## src/rtl/seqdet_pkg.sv

```systemverilog
package seqdet_pkg;

  // Number of sampled edges in either mode-change pattern.
  localparam int unsigned STEPS = 5;

  // Bit i holds the level expected on the i-th sampled edge.
  localparam logic [STEPS-1:0] ENTER_BLANK  = 5'b11101;
  localparam logic [STEPS-1:0] ENTER_STROBE = 5'b01000;
  localparam logic [STEPS-1:0] EXIT_BLANK   = 5'b11101;
  localparam logic [STEPS-1:0] EXIT_STROBE  = 5'b00000;

  typedef enum logic {
    MODE_NORMAL = 1'b0,
    MODE_DIAG   = 1'b1
  } op_mode_e;

endpackage

```

## src/rtl/seqdet_matcher.sv

```systemverilog
module seqdet_matcher #(
  parameter int unsigned SEQ_LEN = 5,
  parameter int unsigned CNT_W   = 3,
  parameter logic [SEQ_LEN-1:0] ENTER_BLANK  = 5'b11101,
  parameter logic [SEQ_LEN-1:0] ENTER_STROBE = 5'b01000,
  parameter logic [SEQ_LEN-1:0] EXIT_BLANK   = 5'b11101,
  parameter logic [SEQ_LEN-1:0] EXIT_STROBE  = 5'b00000
) (
  input  logic             clk,
  input  logic             rst,
  input  logic             use_exit_i,
  input  logic             blank_i,
  input  logic             strobe_i,
  output logic             done_o,
  output logic [CNT_W-1:0] step_o
);

  localparam logic [CNT_W-1:0] LAST = CNT_W'(SEQ_LEN - 1);

  logic [SEQ_LEN-1:0] hit_enter;
  logic [SEQ_LEN-1:0] hit_exit;
  logic [SEQ_LEN-1:0] hit;
  logic [CNT_W-1:0]   step_q;
  logic               cur_hit;

  // Per-step comparison of the present sample against both tables.
  for (genvar i = 0; i < SEQ_LEN; i++) begin : g_step
    assign hit_enter[i] = (blank_i == ENTER_BLANK[i]) && (strobe_i == ENTER_STROBE[i]);
    assign hit_exit[i]  = (blank_i == EXIT_BLANK[i])  && (strobe_i == EXIT_STROBE[i]);
  end

  // Only the pattern leading away from the current mode is tracked.
  assign hit = use_exit_i ? hit_exit : hit_enter;

  always_comb begin
    cur_hit = 1'b0;
    for (int i = 0; i < SEQ_LEN; i++) begin
      if (step_q == CNT_W'(i)) cur_hit = hit[i];
    end
  end

  assign done_o = cur_hit && (step_q == LAST);
  assign step_o = step_q;

  always_ff @(posedge clk) begin
    if (rst) begin
      step_q <= '0;
    end else if (cur_hit) begin
      step_q <= done_o ? '0 : step_q + 1'b1;
    end else begin
      step_q <= hit[0] ? CNT_W'(1) : '0;
    end
  end

endmodule

```

## src/rtl/seqdet_mode_reg.sv

```systemverilog
module seqdet_mode_reg
  import seqdet_pkg::*;
(
  input  logic     clk,
  input  logic     rst,
  input  logic     done_i,
  output op_mode_e mode_o,
  output logic     start_o
);

  op_mode_e mode_q;
  logic     pend_q;
  logic     start_q;

  always_ff @(posedge clk) begin
    if (rst) begin
      mode_q  <= MODE_NORMAL;
      pend_q  <= 1'b0;
      start_q <= 1'b0;
    end else begin
      pend_q  <= done_i && (mode_q == MODE_NORMAL);
      start_q <= pend_q;
      if (done_i) begin
        mode_q <= (mode_q == MODE_NORMAL) ? MODE_DIAG : MODE_NORMAL;
      end
    end
  end

  assign mode_o  = mode_q;
  assign start_o = start_q;

endmodule

```

## src/rtl/seqdet_mode_switch.sv

```systemverilog
module seqdet_mode_switch
  import seqdet_pkg::*;
#(
  parameter int unsigned SEQ_LEN = STEPS,
  parameter int unsigned CNT_W   = $clog2(SEQ_LEN + 1)
) (
  input  logic clk,
  input  logic rst,
  input  logic blank_i,
  input  logic strobe_i,
  output logic diag_mode_o,
  output logic sample_start_o
);

  logic             done_w;
  logic [CNT_W-1:0] step_w;
  op_mode_e         mode_w;

  seqdet_matcher #(
    .SEQ_LEN     (SEQ_LEN),
    .CNT_W       (CNT_W),
    .ENTER_BLANK (ENTER_BLANK),
    .ENTER_STROBE(ENTER_STROBE),
    .EXIT_BLANK  (EXIT_BLANK),
    .EXIT_STROBE (EXIT_STROBE)
  ) u_match (
    .clk       (clk),
    .rst       (rst),
    .use_exit_i(diag_mode_o),
    .blank_i   (blank_i),
    .strobe_i  (strobe_i),
    .done_o    (done_w),
    .step_o    (step_w)
  );

  seqdet_mode_reg u_mode (
    .clk    (clk),
    .rst    (rst),
    .done_i (done_w),
    .mode_o (mode_w),
    .start_o(sample_start_o)
  );

  assign diag_mode_o = (mode_w == MODE_DIAG);

endmodule

```

## config.mk

```make
export PLATFORM = sky130hd
export DESIGN_NAME = seqdet_mode_switch
export DESIGN_NICKNAME = d
export VERILOG_FILES = /design/src/rtl/seqdet_pkg.sv /design/src/rtl/seqdet_matcher.sv /design/src/rtl/seqdet_mode_reg.sv /design/src/rtl/seqdet_mode_switch.sv
export SDC_FILE = /design/constraint.sdc
export NUM_CORES = 1
export LEC_CHECK = 0
export ABC_AREA = 1
export ABC_CLOCK_PERIOD_IN_PS = 2250
export BUFFER_PORTS_ARGS = -buffer_cell sky130_fd_sc_hd__buf_2
export CAP_MARGIN = 15
export CELL_PAD_IN_SITES_DETAIL_PLACEMENT = 1
export CELL_PAD_IN_SITES_GLOBAL_PLACEMENT = 1
export CORE_AREA = 10 10 47 49
export CTS_BUF_LIST = sky130_fd_sc_hd__clkbuf_2 sky130_fd_sc_hd__clkbuf_4 sky130_fd_sc_hd__clkbuf_8
export CTS_CLUSTER_SIZE = 16
export DETAILED_ROUTE_END_ITERATION = 6
export DIE_AREA = 0 0 57 59
export PLACE_DENSITY = 0.56
export RECOVER_POWER = 100
export SYNTH_ARGS = -nofsm -noshare
export SYNTH_HDL_FRONTEND = slang
export SYNTH_HIERARCHICAL = 1
export SYNTH_SLANG_ARGS = --single-unit
```

## constraint.sdc

```tcl
create_clock -name clk -period 2.25 [get_ports clk]
set_input_delay 0.225 -clock clk [delete_from_list [all_inputs] [get_ports clk]]
set_output_delay 0.225 -clock clk [all_outputs]
set_load 0.05 [all_outputs]
```

==> impl_metrics.json <==
{
  "outcome": "completed",
  "wl_per_cell_um": 8.870,
  "io_buffers": 5,
  "die_w_um": 57,
  "crit_top_cell": "nand2_1",
  "drive_gt1_share_pct": 16.39,
  "cts.htree.levels": 1,
  "fin_skew_ps": 3.553,
  "gp_congestion": 0.6595,
  "clk_pin_slew_ps": 50,
  "start_util_pct": 26.43,
  "via_count": 322,
  "clk_path_buf_depth": 2,
  "dr.pass1.iters": 2,
  "synth.avg_cell_area_um2": 6.988,
  "ys_seq_area_share_pct": 32.43,
  "layout.nets": 72,
  "die_area_um2": 3363,
  "synth.most_common_cell": "inv_1",
  "min_period_over_period_pct": 63.01,
  "num_io_pins": 6,
  "fp-row-count": 14,
  "cp-start-kind": "register",
  "via_per_inst": 4.182,
  "critPathTopFamily": "simple AND/OR/NAND/NOR gates",
  "vdd_ir_drop_max_mv": 0.2390,
  "grt_pass1_vias": 339,
  "finalCriticalPeriod_ps": 1418,
  "arrival_ps": 1550,
  "worst_slack_ps": 832.3,
  "cts.sinks": 6,
  "grt_pass1_wl_um": 1255,
  "ctsHoldBuffers": 0,
  "antenna_found_initial": 0,
  "syn_area_um2": 370.4,
  "total_power_mw": 0.2339,
  "placed_cells": 74,
  "cts_setup_buffers": 0,
  "postPlaceCellArea_um2": 415.4,
  "rsz0062_at_grt": "false",
  "crit_buf_inv": 2,
  "worstPathCellList": "inv_1 > ha_1 > inv_1 > nand2_1 > nand3_1 > nand2_1 > nand2_1 > nand2_1 > nand2_1 > nand2_1 > nand2_1 > nor2_1",
  "synth_top_area_cell": "dfxtp_1",
  "relSlewSlack_pct": 59.67,
  "finalHoldViolCount": 0,
  "grt-ovfl-total": 0,
  "max_freq_ghz": 0.7054,
  "pre_cts_slack_ps": 851.7,
  "fp.coreArea_um2": 1401,
  "routed_wl_um": 683,
  "finish.utilization_pct": 30.89,
  "setup_tns_ps": 0,
  "p_per_area_nw_per_um2": 540.3,
  "ys_async_sr_fraction_pct": 0,
  "synth_area_leaders": "dfxtp_1, ha_1, inv_1",
  "ys_seq_elements": 6,
  "holdWs_ps": 183.1,
  "synth_top_area_share_pct": 32.43,
  "synth_fp_nets": 62,
  "area_growth_pct": 16.89,
  "ant_nets": 0,
  "fin_area_um2": 432.9,
  "worstSetupPathType": "register to register",
  "diodes": 0,
  "maxCapViolCount": 0,
  "synthDistinctLibCells": 12,
  "setup_viol": 0,
  "synth_edf_count": 0,
  "cp-end-kind": "register",
  "syn_inst": 53,
  "grtUsageTotal_pct": 4.797,
  "clkLatencyLatePin_ps": 240,
  "crit_fanout": 4,
  "drv_slew": 0,
  "tightestPinTransition_ps": 607.6,
  "fin_cells": 77,
  "slowest_delay_ps": 360,
  "cp_slowest_cell": "dfxtp_1",
  "drt_iter0_markers": 1,
  "ys_warn_count": 6,
  "grt_start_max_net_pins": 6,
  "hp-class": "input pin to register",
  "synth_ff_type": "dfxtp_1",
  "hpwl_um": 611.2,
  "drc": 0,
  "leakage_nw": 0.2169,
  "cts_resized": 0,
  "die_h_um": 59,
  "synth_commonest_cells": "inv_1, nand2_1, nor2_1",
  "numCtsBuffers": 3,
  "cts_tree": "built",
  "required_ps": 2380,
  "root_buffer": "clkbuf_4"
}
## where the power goes
part / total [mW] / internal (mW) / switching (mW)
Combinational: 0.0276 / 0.0106 / 0.0170
Clock: 0.0959 / 0.0601 / 0.0357
Sequential: 0.110 / 0.109 / 0.00174
## flip-flops by register name (all words and copies together) (netlist names)
name / count
u_mode/pend_q: 1
u_mode/mode_o: 1
u_match/step_o: 3
u_mode/start_o: 1
## layout by cell type, fill, tap and decap left out
| cell | synthesis | final |
|---|---|---|
| a21boi_2 | 1 | 1 |
| buf_2 | 0 | 3 |
| clkbuf_1 | 0 | 2 |
| clkbuf_4 | 0 | 3 |
| dfxtp_1 | 6 | 6 |
| ha_1 | 5 | 5 |
| inv_1 | 13 | 13 |
| inv_2 | 1 | 1 |
| nand2_1 | 11 | 12 |
| nand3_1 | 3 | 3 |
| nand3_2 | 1 | 1 |
| nor2_1 | 9 | 9 |
| nor3_1 | 1 | 1 |
| nor3b_2 | 1 | 1 |
## layout make-up
| cell class | count | area (um^2) |
|---|---|---|
| clock buffer | 3 | 22.52 |
| fill | 195 | 968.4 |
| inverter | 14 | 52.55 |
| multi-input combinational | 33 | 195.2 |
| sequential | 6 | 120.1 |
| tap | 16 | 20.02 |
| timing repair buffer | 5 | 22.52 |
## cells by family (layout without fill, tap and decap cells)
kind of cell             after synthesis  in the layout  synth area share (%)
flip-flops                             6              6                 32.43
AO/OA/AOI/OAI                          1              1                 3.040
buffers and inverters                 14             22                 14.19
adder cells (fa/ha/maj)                5              5                 16.89
AND/OR/NAND/NOR                       27             27                 33.44
## worst paths after layout
kind	from	to	slack, ps	cells after the start
worst max-delay path	u_match/step_o[0]	u_match/step_o[0]	830	12
worst min-delay path	rst	u_mode/start_o	180	2
worst max register to register	u_match/step_o[0]	u_match/step_o[0]	830	12
worst min register to register	u_mode/pend_q	u_mode/start_o	410	2
## per-layer routing
layer / vias up / global-route usage (%) / part of all wire [%]
met4: 0 / 6.040 / 1.8
met1: 144 / 4.038 / 42
li1: 171 / - / -
met2: 5 / 7.442 / 46
met5: - / 0 / 0
met3: 2 / 2.361 / 10
## worst register-to-register path, stage by stage, from the launching register on
cell,delay [ps]
dfxtp_1,360
inv_1,90
ha_1,190
inv_1,80
nand2_1,60
nand3_1,70
nand2_1,50
nand2_1,50
nand2_1,40
nand2_1,130
nand2_1,70
nand2_1,70
nor2_1,40
No activity file was read; power rests on OpenSTA's default activity.
